File: src/rtl/cfg_router_pkg.sv
package cfg_router_pkg;
  localparam int REGIONS      = 4;
  localparam int IDX_W        = $clog2(REGIONS);
  localparam int REG_W        = 32;
  localparam int BOUND_W      = 8;
  localparam int DEV_W        = 5;
  localparam int NODE_W       = 3;
  localparam int LINK_W       = 2;
  localparam int RD_EN_BIT    = 0;
  localparam int WR_EN_BIT    = 1;
  localparam int DEV_MODE_BIT = 2;
  localparam int NODE_LSB     = 4;
  localparam int LINK_LSB     = 8;
  localparam int LO_LSB       = 16;
  localparam int HI_LSB       = 24;

  typedef struct packed {
    logic [REGIONS-1:0] load;
    logic [REGIONS-1:0] pick;
    logic               anyPick;
  } routeStrobes_t;
endpackage

File: src/rtl/cfg_router_ctrl.sv
module cfg_router_ctrl
  import cfg_router_pkg::*;
(
  input  logic                clk,
  input  logic                rstN,
  input  logic                regWe,
  input  logic [IDX_W-1:0]    regIdx,
  input  logic [REGIONS-1:0]  matchVec,
  output routeStrobes_t       strobes
);
  always_comb begin
    strobes = '0;
    for (int i = 0; i < REGIONS; i++) begin
      strobes.load[i] = regWe && (regIdx == IDX_W'(i));
    end
    for (int i = REGIONS - 1; i >= 0; i--) begin
      if (matchVec[i]) begin
        strobes.pick = '0;
        strobes.pick[i] = 1'b1;
      end
    end
    strobes.anyPick = |strobes.pick;
  end

  // at most one region is selected
  assert_single_pick_R7: assert property (@(posedge clk) disable iff (!rstN)
    $onehot0(strobes.pick));

  // the selected region is the lowest matching one
  generate
    for (genvar g = 1; g < REGIONS; g++) begin : gLow
      assert_lowest_wins_R7: assert property (@(posedge clk) disable iff (!rstN)
        (strobes.pick[g] |-> (matchVec[g-1:0] == '0)));
    end
  endgenerate

  // a write loads exactly one register
  assert_single_load_R2: assert property (@(posedge clk) disable iff (!rstN)
    regWe |-> $onehot(strobes.load));
endmodule

File: src/rtl/cfg_router_dp.sv
module cfg_router_dp
  import cfg_router_pkg::*;
(
  input  logic                clk,
  input  logic                rstN,
  input  routeStrobes_t       strobes,
  input  logic [REG_W-1:0]    regWdata,
  input  logic [IDX_W-1:0]    regIdx,
  input  logic [BOUND_W-1:0]  busNum,
  input  logic [DEV_W-1:0]    devNum,
  input  logic                accWrite,
  output logic [REGIONS-1:0]  matchVec,
  output logic [REG_W-1:0]    regRdata,
  output logic                hit,
  output logic [NODE_W-1:0]   destNode,
  output logic [LINK_W-1:0]   destLink
);
  logic [REG_W-1:0] cfgReg [REGIONS];

  generate
    for (genvar g = 0; g < REGIONS; g++) begin : gRegion
      logic [BOUND_W-1:0] loBound, hiBound, key;
      logic               devMode, permitted, busOk;

      always_ff @(posedge clk or negedge rstN) begin
        if (!rstN)                cfgReg[g] <= '0;
        else if (strobes.load[g]) cfgReg[g] <= regWdata;
      end

      always_comb begin
        loBound   = cfgReg[g][LO_LSB +: BOUND_W];
        hiBound   = cfgReg[g][HI_LSB +: BOUND_W];
        devMode   = cfgReg[g][DEV_MODE_BIT];
        permitted = accWrite ? cfgReg[g][WR_EN_BIT] : cfgReg[g][RD_EN_BIT];
        key       = devMode ? BOUND_W'(devNum) : busNum;
        busOk     = !devMode || (busNum == '0);
        matchVec[g] = permitted && busOk && (key >= loBound) && (key <= hiBound);
      end

      assert_reset_zero_R1: assert property (@(posedge clk) disable iff (!rstN)
        $rose(rstN) |-> (cfgReg[g] == '0));
      assert_load_value_R2: assert property (@(posedge clk) disable iff (!rstN)
        strobes.load[g] |=> (cfgReg[g] == $past(regWdata)));
      assert_hold_other_R2: assert property (@(posedge clk) disable iff (!rstN)
        !strobes.load[g] |=> $stable(cfgReg[g]));
      assert_dev_bus0_R4: assert property (@(posedge clk) disable iff (!rstN)
        (matchVec[g] && devMode) |-> (busNum == '0));
      assert_permit_R5: assert property (@(posedge clk) disable iff (!rstN)
        strobes.pick[g] |-> (accWrite ? cfgReg[g][WR_EN_BIT] : cfgReg[g][RD_EN_BIT]));
      assert_empty_range_R9: assert property (@(posedge clk) disable iff (!rstN)
        matchVec[g] |-> (loBound <= hiBound));
    end
  endgenerate

  always_comb begin
    destNode = '0;
    destLink = '0;
    for (int i = 0; i < REGIONS; i++) begin
      if (strobes.pick[i]) begin
        destNode = destNode | cfgReg[i][NODE_LSB +: NODE_W];
        destLink = destLink | cfgReg[i][LINK_LSB +: LINK_W];
      end
    end
    hit      = strobes.anyPick;
    regRdata = cfgReg[regIdx];
  end

  assert_no_match_zero_R8: assert property (@(posedge clk) disable iff (!rstN)
    !hit |-> (destNode == '0 && destLink == '0));
endmodule

File: src/rtl/cfg_bus_router.sv
module cfg_bus_router
  import cfg_router_pkg::*;
(
  input  logic               clk,
  input  logic               rstN,
  input  logic               regWe,
  input  logic [IDX_W-1:0]   regIdx,
  input  logic [REG_W-1:0]   regWdata,
  output logic [REG_W-1:0]   regRdata,
  input  logic [BOUND_W-1:0] busNum,
  input  logic [DEV_W-1:0]   devNum,
  input  logic               accWrite,
  output logic               hit,
  output logic [NODE_W-1:0]  destNode,
  output logic [LINK_W-1:0]  destLink
);
  routeStrobes_t      strobes;
  logic [REGIONS-1:0] matchVec;

  cfg_router_ctrl u_ctrl (
    .clk      (clk),
    .rstN     (rstN),
    .regWe    (regWe),
    .regIdx   (regIdx),
    .matchVec (matchVec),
    .strobes  (strobes)
  );

  cfg_router_dp u_dp (
    .clk      (clk),
    .rstN     (rstN),
    .strobes  (strobes),
    .regWdata (regWdata),
    .regIdx   (regIdx),
    .busNum   (busNum),
    .devNum   (devNum),
    .accWrite (accWrite),
    .matchVec (matchVec),
    .regRdata (regRdata),
    .hit      (hit),
    .destNode (destNode),
    .destLink (destLink)
  );
endmodule

File: config.mk
export PLATFORM = sky130hd
export DESIGN_NAME = cfg_bus_router
export DESIGN_NICKNAME = d
export VERILOG_FILES = /design/src/rtl/cfg_router_pkg.sv /design/src/rtl/cfg_router_ctrl.sv /design/src/rtl/cfg_router_dp.sv /design/src/rtl/cfg_bus_router.sv
export SDC_FILE = /design/constraint.sdc
export NUM_CORES = 1
export LEC_CHECK = 0
export BUFFER_PORTS_ARGS = -buffer_cell sky130_fd_sc_hd__buf_4
export CORE_ASPECT_RATIO = 1.4
export CORE_UTILIZATION = 25
export CTS_CLUSTER_SIZE = 14
export DETAILED_ROUTE_END_ITERATION = 12
export MAX_ROUTING_LAYER = met4
export PLACE_DENSITY = 0.51
export SLEW_MARGIN = 40
export SYNTH_ARGS = -nofsm -noshare
export SYNTH_HDL_FRONTEND = slang
export SYNTH_HIERARCHICAL = 1
export SYNTH_SLANG_ARGS = --single-unit
File: constraint.sdc
create_clock -name clk -period 3.78 [get_ports clk]
set_clock_uncertainty 0.05 [all_clocks]
set_input_delay 0.567 -clock clk [delete_from_list [all_inputs] [get_ports clk]]
set_output_delay 0.567 -clock clk [all_outputs]
set_load 0.05 [all_outputs]
==> results.toml, run 1 <==
[setup_path]
reg2reg_depth = 3
critical-path-slowest-cell = "dfrtp_2"
crit_path_frequent_cell = "buf_6"
max_stage_delay_ns = 0.49
end_kind = "primary output"
worstPathArrival_ns = 3.14
start_kind = "flop"
path_depth = 12
r2r_start = "u_dp/cfgReg[66]"
path_buf_inv = 4
crit_chain = "mux2_4 -> ha_1 -> buf_4 -> a41oi_1 -> a221oi_2 -> o311a_1 -> buf_6 -> nor4b_4 -> buf_6 -> a22oi_2 -> nand2_2 -> buf_8"
cp-startpoint = "u_dp/cfgReg[34]"
cp_top_family = "compound AO/OA/AOI/OAI gates"
cp_data_required_time_ns = 3.16
criticalPathCategory = "reg -> out"
crit_fanout = 8

[pwr]
p_switching_uw = 1936
power.density_mw_per_mm2 = 554.5
ir_drop_uv = 311.2
pwr-share-clk_pct = 31.2
comb_power_share_pct = 35.5
netSwitchingFraction_pct = 36.05
internal_power_uw = 3433
p_leak_uw = 0.004225
p_seq_share_pct = 33.3

[global_route]
antenna_found_initial = 0
grt_start_max_net_pins = 68
grtUsageTotal_pct = 15.40
grt-busiest-layer = "met2"
overflow = 0
met3_usage_pct = 3.209
use_met1_pct = 18.24
met2_usage_pct = 25.99
grt_pass1_vias = 5638
grt_first_pass_wirelength_um = 33600

[yosys]
postSynthAreaPerCell_um2 = 11.49
netlist.top_cell.by_area = "dfrtp_1"
synthCells = 652
yosysSeqAreaShare_pct = 42.76
synth_seq_cells = 128
syn_nets = 767
syn_area_mm2 = 0.007491
ys_types = 37
synth_area_leaders = "dfrtp_1 (43%), ha_1 (11%), mux2_2 (9.8%), mux4_2 (9.6%), nand2_1 (3.6%)"
ys_async_sr_fraction_pct = 100.0
synth_common_cells = "dfrtp_1 (128), nand2_1 (71), mux2_2 (65)"
ys_warn_count = 6
synth.most_common_cell = "dfrtp_1"
synth_edf_count = 0
synth_top_flop_cell = "dfrtp_1"
synth.top_cell.area_share_pct = 42.76

[cells_and_area]
syn_to_final_growth_pct = 29.26
antenna_cells = 0
drive_above_1_share_pct = 39.22
final_cells = 1145
largest_registers = "u_dp/cfgReg: 128 flops"
top_register = "u_dp/cfgReg"
regArea_mm2 = 0.003208
fillers = 2961
fin_util_pct = 32.99
fin_nets = 867
largest_reg_flops = 128
multi_input_comb_area_mm2 = 0.004233

[placed_design]
portBuffers = 88
placed_cells = 1101
dp.final_hpwl_um = 16040
pre_cts_ws_ns = -0.05071
gp_congestion = 0.8340

[cts]
clock-sinks = 128
hold_buffers = 0
cts_root_buffer = "clkbuf_16"
cts_tree = "done"
numCtsBuffers = 17
cts_buffer_depth = 2
htreeDepth = 4
clk_latency_ns = 0.42
cts.clk_slew.worst_paths_ns = 0.06

[die]
core_mm2 = 0.02935
start_util_pct = 25.52
dieArea_mm2 = 0.03067
die_y_um = 206.8
rows = 74
io_pins = 89
fp.dieW_um = 148.3

[min_path]
hp-class = "in -> async"

[sta]
tightest_slew_ns = 0.7347
setup_viol = 0
grt_setup_unrepaired = "true"
relSlewSlack_pct = 51.02
fin_crit_ns = 3.753
fin_hold_ws_ns = 0.05886
layout_setup_ws_ns = 0.02662
max_freq_ghz = 0.2664
slew_viol_final = 0
min_period_over_period_pct = 99.30
final_hold_viol_count = 0

[status]
status = "complete, no violations"

[drt]
drc_errors = 0
viasPerCell = 4.713
firstDrtPassIters = 4
drtIter0Drc = 207
drtAntennaViolNets = 0
wirelength_um = 22080
routedWlPerCell_um = 19.29
vias = 5396

[job]
cap_violations = 0
==> metrics by stage <==
stage / total power (µW) / TNS [ns] / instance area [µm²]
final: 5369 / 0 / 9683
after global routing: 5656 / -0.2732 / 9683
after CTS: 5317 / -0.03059 / 9442
after detailed placement: 3522 / -0.06098 / 8608
after global placement: 3509 / -1.226 / 8600
after floorplan: 2943 / 0 / 7491
==> area by class of cell <==
class / count / share of cell area (%)
clock inverters: 15 / 1.783
clock buffers: 17 / 4.393
repair buffers: 116 / 9.704
inverters: 61 / 2.365
well taps: 380 / 4.910
flip-flops and latches: 128 / 33.13
multi-input cells: 428 / 43.71
==> power groups by stage <==
stage	combinational, µW	clock (µW)	sequential (µW)
2_1_floorplan	1210	0	1730
3_3_place_gp	1700	0	1810
3_5_place_dp	1710	0	1810
4_1_cts	1810	1720	1790
5_1_grt	2060	1770	1820
6_report	1900	1680	1790
==> layer usage <==
layer	share of wire [%]	wire length (µm)
met2	51	11250
met4	1.8	390
met3	4.2	934
met5	0	0
met1	43	9509
==> worst reg2reg max path, cell delays in order (launching register included) <==
cell	delay (ns)
dfrtp_2	0.49
buf_4	0.20
buf_4	0.14
mux2_1	0.27
==> cells by family after synthesis <==
group	count (synthesis)	synth area share (%)
AO/OA/AOI/OAI	124	10.06
buffers and inverters	96	5.311
flip-flops	128	42.76
multiplexers	128	23.92
adder cells (fa/ha/maj)	64	10.69
AND/OR/NAND/NOR	112	7.266
==> cells in the final DEF (no fill, tap or decap), types with 2 or more instances in the layout <==
master,Yosys,routed
dfrtp_1,128,124
buf_4,4,101
nand2_1,71,70
inv_1,61,61
mux2_2,65,61
ha_1,64,53
o21ai_0,47,42
mux4_2,32,32
o21ai_1,17,22
nor2b_1,23,20
clkbuf_16,0,17
a21oi_1,19,16
mux2_4,0,14
buf_6,0,13
mux2_1,23,13
ha_4,0,10
nand4_1,8,8
inv_6,0,6
mux2i_1,8,6
a22oi_1,10,6
a22oi_2,0,4
a21o_1,4,4
dfrtp_2,0,4
clkinvlp_4,0,3
clkinv_4,0,3
a21oi_2,0,3
o211ai_1,3,3
a31oi_1,3,3
a41oi_1,3,3
a221oi_2,1,3
bufinv_16,0,2
and3b_2,0,2
nor2b_2,0,2
nor4_2,2,2
o2111ai_1,3,2
o32ai_1,3,2
o311a_1,3,2
a211oi_1,3,2
==> path summary, 6_finish.rpt <==
path | endpoint | slack [ns]
max | destNode[1] | 0.03
min | u_dp/cfgReg[68] | 0.06
max reg2reg | u_dp/cfgReg[66] | 2.52
min reg2reg | u_dp/cfgReg[77] | 0.44
max in group asynchronous | u_dp/cfgReg[87] | 2.79
min in group clk | u_dp/cfgReg[26] | 0.33
==> timing repair <==
action                                  CTS  global route
endpoints found under the setup margin    6             6
buffers inserted                          8             5
gates resized for setup                  40            46
pin swaps                                12            17
Note: power is estimated with default switching activity, not from simulation.
==> inputs of run 2 (changes only) <==
CORE_ASPECT_RATIO = 0.8   (was 1.4)
==> run 2 against run 1 <==
The flow now finishes with violations (negative setup slack). First-iteration DRC count rose by 40%. Sequential cell count is the same. Clock power down 9%. Setup slack lost 0.047 ns. Sequential power about the same. Clock-buffer cell count up 1.
==> results.toml, run 2 (same netlist as run 1, synthesis figures left out) <==
[global_route]
grt_first_pass_wirelength_um = 35020
grt_start_max_net_pins = 54
grtUsageTotal_pct = 15.91
antenna_found_initial = 0
met3_usage_pct = 3.384
grt_pass1_vias = 5632
met2_usage_pct = 22.43
grt-busiest-layer = "met1"
use_met1_pct = 22.51
overflow = 0

[setup_path]
worstPathArrival_ns = 3.18
reg2reg_depth = 2
rr_endpoint = "u_dp/cfgReg[66]"
start_kind = "flop"
end_kind = "primary output"
crit_fanout = 6
r2r_setup_slack_ns = 2.62
r2r_start = "u_dp/cfgReg[66]"
criticalPathCategory = "reg -> out"
cp_data_required_time_ns = 3.16

[cells_and_area]
fin_nets = 867
fillers = 2973
final_common_cell = "dfrtp_1"
regArea_mm2 = 0.003208
multi_input_comb_area_mm2 = 0.004164
largest_registers = "u_dp/cfgReg: 128 flops"
drive_above_1_share_pct = 38.22
final_cells = 1141
largest_reg_flops = 128
fin_area_mm2 = 0.009538
antenna_cells = 0
final_cell_mix = "dfrtp_1 (124), buf_4 (105), nand2_1 (71)"
syn_to_final_growth_pct = 27.33
top_register = "u_dp/cfgReg"

[min_path]
hp-class = "in -> reg"
min_to = "u_dp/cfgReg[76]"
min-delay-start = "regWdata[12]"
whs_path_depth = 2

[cts]
clock-sinks = 128
numCtsBuffers = 17
cts_tree = "done"
cts.clk_slew.worst_paths_ns = 0.07
clk_latency_ns = 0.42
cts_root_buffer = "clkbuf_16"
cts_buffer_depth = 2
htreeDepth = 4

[drt]
drtIter0Drc = 290
vias = 5439
drtAntennaViolNets = 0
routedWlPerCell_um = 19.52
viasPerCell = 4.767
drc_errors = 0
firstDrtPassIters = 5
wirelength_um = 22280

[sta]
min_period_over_period_pct = 100.6
final_hold_viol_count = 0
tightest_slew_ns = 0.7206
setup_viol = 4
slew_viol_final = 0
relSlewSlack_pct = 51.96
max_freq_ghz = 0.2631
fin_hold_ws_ns = 0.3266
fin_crit_ns = 3.801
layout_setup_ws_ns = -0.02081
grt_setup_unrepaired = "true"

[placed_design]
gp_congestion = 0.8902
postPlaceCellArea_mm2 = 0.008628
placed_cells = 1102
dp.final_hpwl_um = 16340
portBuffers = 88

[pwr]
ir_drop_uv = 294.6
p_leak_uw = 0.004192
power.density_mw_per_mm2 = 548.4
total_power_uw = 5230

[die]
fp.dieW_um = 195.5
core_mm2 = 0.02936
dieArea_mm2 = 0.03066
die_y_um = 156.8
io_pins = 89
rows = 56
start_util_pct = 25.52

[job]
cap_violations = 0

[status]
violations = "negative setup slack"
status = "finished with violations"
==> run 2: what timing repair did <==
item	4_1_cts	5_1_grt
hold buffers	0	1
pin swaps	20	11
hold endpoints to repair	0	12
gates resized for setup	43	30
setup buffers	5	1
setup endpoints to repair	6	6
==> run 2: how the worst max path moves through the flow <==
stage                          from          end  slack, ns
floorplan           u_dp/cfgReg[98]  destLink[0]       0.06
global placement          devNum[1]  destNode[2]      -0.09
detailed placement        devNum[4]  destNode[1]      -0.15
CTS                 u_dp/cfgReg[98]  destLink[0]      -0.06
global route        u_dp/cfgReg[98]  destNode[1]      -0.16
finish              u_dp/cfgReg[34]  destLink[0]      -0.02
==> run 2: layout make-up <==
cell class / count / area share [%]
clock buffers: 18 / 4.500
clock inverters: 13 / 1.089
inverters: 61 / 2.401
multi-input cells: 428 / 43.66
flip-flops and latches: 128 / 33.64
well taps: 377 / 4.946
repair buffers: 116 / 9.773
==> run 2: per-layer routing <==
metal	routed length, µm	up-vias	share of wire [%]
met5	0	-	0
met1	11350	2740	51
met3	988	22	4.4
li1	-	2558	-
met4	390	0	1.8
met2	9550	119	43
==> run 2: stage by stage <==
step	TNS (ns)	setup WS, ns	util, %
2_1_floorplan	0	0.05932	-
3_3_place_gp	-0.4316	-0.09002	29.38
3_5_place_dp	-0.7375	-0.1537	29.39
4_1_cts	-0.2330	-0.05569	31.96
5_1_grt	-0.8630	-0.1619	32.49
6_report	-0.05378	-0.02081	32.49
==> run 2: report_power, final <==
group	total (µW)	internal, µW	leakage [µW]	switching [µW]
combinational	1900	811	0.00240	1090
clock	1530	847	0.000259	686
sequential	1800	1620	0.00154	178
total	5230	3280	0.00419	1950
==> run 2: critical path: stages, from the launching register on <==
cell      delay [ns]
dfrtp_2         0.49
buf_4           0.20
nor2b_2         0.13
ha_1            0.26
nand4_1         0.19
a41oi_1         0.07
a221oi_1        0.25
o311a_1         0.36
nor3b_4         0.40
a22oi_1         0.15
nand2_1         0.09
buf_6           0.16
==> inputs of run 3 (changes only) <==
GPL_ROUTABILITY_DRIVEN = 0   (was unset)
PLACE_DENSITY = 0.39   (was 0.51)
SKIP_CTS_REPAIR_TIMING = 1   (was unset)
==> run 3 against run 2 <==
The run still ends with negative setup slack left. Cell count rose by 0.79%. Clock power rose by 18%. Wire length rose by 6.6%. Worst hold slack got worse by 0.23 ns. Critical endpoint is now destLink[1]. Largest power group unchanged.
==> results.toml, run 3 (same netlist as run 1, synthesis figures left out) <==
[setup_path]
max_stage_delay_ns = 0.50
crit_path_frequent_cell = "buf_6"
criticalPathCategory = "reg -> out"
end_kind = "primary output"
crit_chain = "buf_6 -> mux2_4 -> ha_4 -> o2111ai_2 -> a31oi_1 -> o311a_1 -> buf_6 -> nor3b_4 -> buf_12 -> a22oi_1 -> nand2_1 -> buf_6"
r2r_setup_slack_ns = 2.55
path_buf_inv = 4
start_kind = "flop"
worstPathArrival_ns = 3.21
crit_fanout = 7
critical-path-slowest-cell = "dfrtp_2"
cp_top_family = "compound AO/OA/AOI/OAI gates"
cp_data_required_time_ns = 3.16

[global_route]
grt_start_max_net_pins = 79
grtUsageTotal_pct = 16.53
overflow = 0
grt_pass1_vias = 5860
antenna_found_initial = 0
grt_first_pass_wirelength_um = 36200

[cells_and_area]
fillers = 2949
syn_to_final_growth_pct = 30.12
antenna_cells = 0
final_common_cell = "dfrtp_1"
drive_above_1_share_pct = 39.33
fin_area_mm2 = 0.009747
final_cell_mix = "dfrtp_1 (124), buf_4 (111), nand2_1 (71)"
regArea_mm2 = 0.003208
largest_reg_flops = 128
top_register = "u_dp/cfgReg"
multi_input_comb_area_mm2 = 0.004204
largest_registers = "u_dp/cfgReg: 128 flops"
fin_nets = 875

[pwr]
total_power_uw = 5572
pwr-share-clk_pct = 32.4
ir_drop_uv = 312.2
power.density_mw_per_mm2 = 571.7
p_switching_uw = 1987
internal_power_uw = 3585
p_seq_share_pct = 32.3
netSwitchingFraction_pct = 35.66
p_leak_uw = 0.004273
comb_power_share_pct = 35.2

[sta]
final_hold_viol_count = 0
layout_setup_ws_ns = -0.05081
tightest_slew_ns = 0.7313
max_freq_ghz = 0.2610
grt_setup_unrepaired = "true"
setup_viol = 6
relSlewSlack_pct = 51.24
min_period_over_period_pct = 101.3
fin_crit_ns = 3.831
slew_viol_final = 0
final.setup.tns_ns = -0.2631

[status]
status = "finished with violations"
violations = "negative setup slack"

[cts]
clk_latency_ns = 0.41
cts_root_buffer = "clkbuf_16"
cts_buffer_depth = 2
cts.clk_slew.worst_paths_ns = 0.06
htreeDepth = 4
numCtsBuffers = 17
cts_tree = "done"
clock-sinks = 128

[drt]
firstDrtPassIters = 4
wirelength_um = 23750
drtIter0Drc = 290
routedWlPerCell_um = 20.66
drtAntennaViolNets = 0
vias = 5543
drc_errors = 0
viasPerCell = 4.820

[die]
core_mm2 = 0.02936
start_util_pct = 25.52
fp.dieW_um = 195.5
io_pins = 89
rows = 56
die_y_um = 156.8
dieArea_mm2 = 0.03066

[min_path]
hp-class = "in -> async"

[placed_design]
dp.final_hpwl_um = 17150
portBuffers = 88
postPlaceCellArea_mm2 = 0.008707

[job]
cap_violations = 0
-- run 3: final timing paths --
check / from / to / cells after the start
max: u_dp/cfgReg[98] / destLink[1] / 12
min: rstN / u_dp/cfgReg[101] / 1
max reg2reg: u_dp/cfgReg[66] / u_dp/cfgReg[66] / 3
min reg2reg: u_dp/cfgReg[74] / u_dp/cfgReg[74] / 1
max in group asynchronous: rstN / u_dp/cfgReg[25] / 2
min in group clk: regWdata[27] / u_dp/cfgReg[123] / 3
-- run 3: layout make-up --
| type | instances | share of cell area, % |
|---|---|---|
| repair buffers | 124 | 10.27 |
| clock buffers | 18 | 4.403 |
| flip-flops and latches | 128 | 32.91 |
| multi-input cells | 428 | 43.13 |
| well taps | 377 | 4.840 |
| inverters | 61 | 2.349 |
| clock inverters | 14 | 2.092 |
-- run 3: through the flow --
step	hold slack [ns]	setup WS, ns	std cells	utilization, %
final	0.09684	-0.05081	1150	33.20
after detailed placement	0.4243	-0.4350	1112	29.66
after global routing	0.1287	-0.1791	1150	33.20
after CTS	0.1053	-0.8830	1144	31.81
after floorplan	0.2214	0.05932	652	-
after global placement	0.4143	-0.5206	1112	29.64
-- run 3: power groups by stage --
stage | clock, µW | sequential [µW] | combinational, µW
CTS | 1870 | 1790 | 1790
finish | 1810 | 1800 | 1960
floorplan | 0 | 1730 | 1210
detailed placement | 0 | 1820 | 1780
global route | 1920 | 1840 | 2130
global placement | 0 | 1810 | 1770
-- run 3: routing by layer --
metal  wire length, µm  up-vias  track usage (%)
met4               483        0            5.137
li1                  -     2573                -
met1             11570     2839            22.31
met2             10840      105            24.88
met5                 0        -                -
met3               859       26            3.254
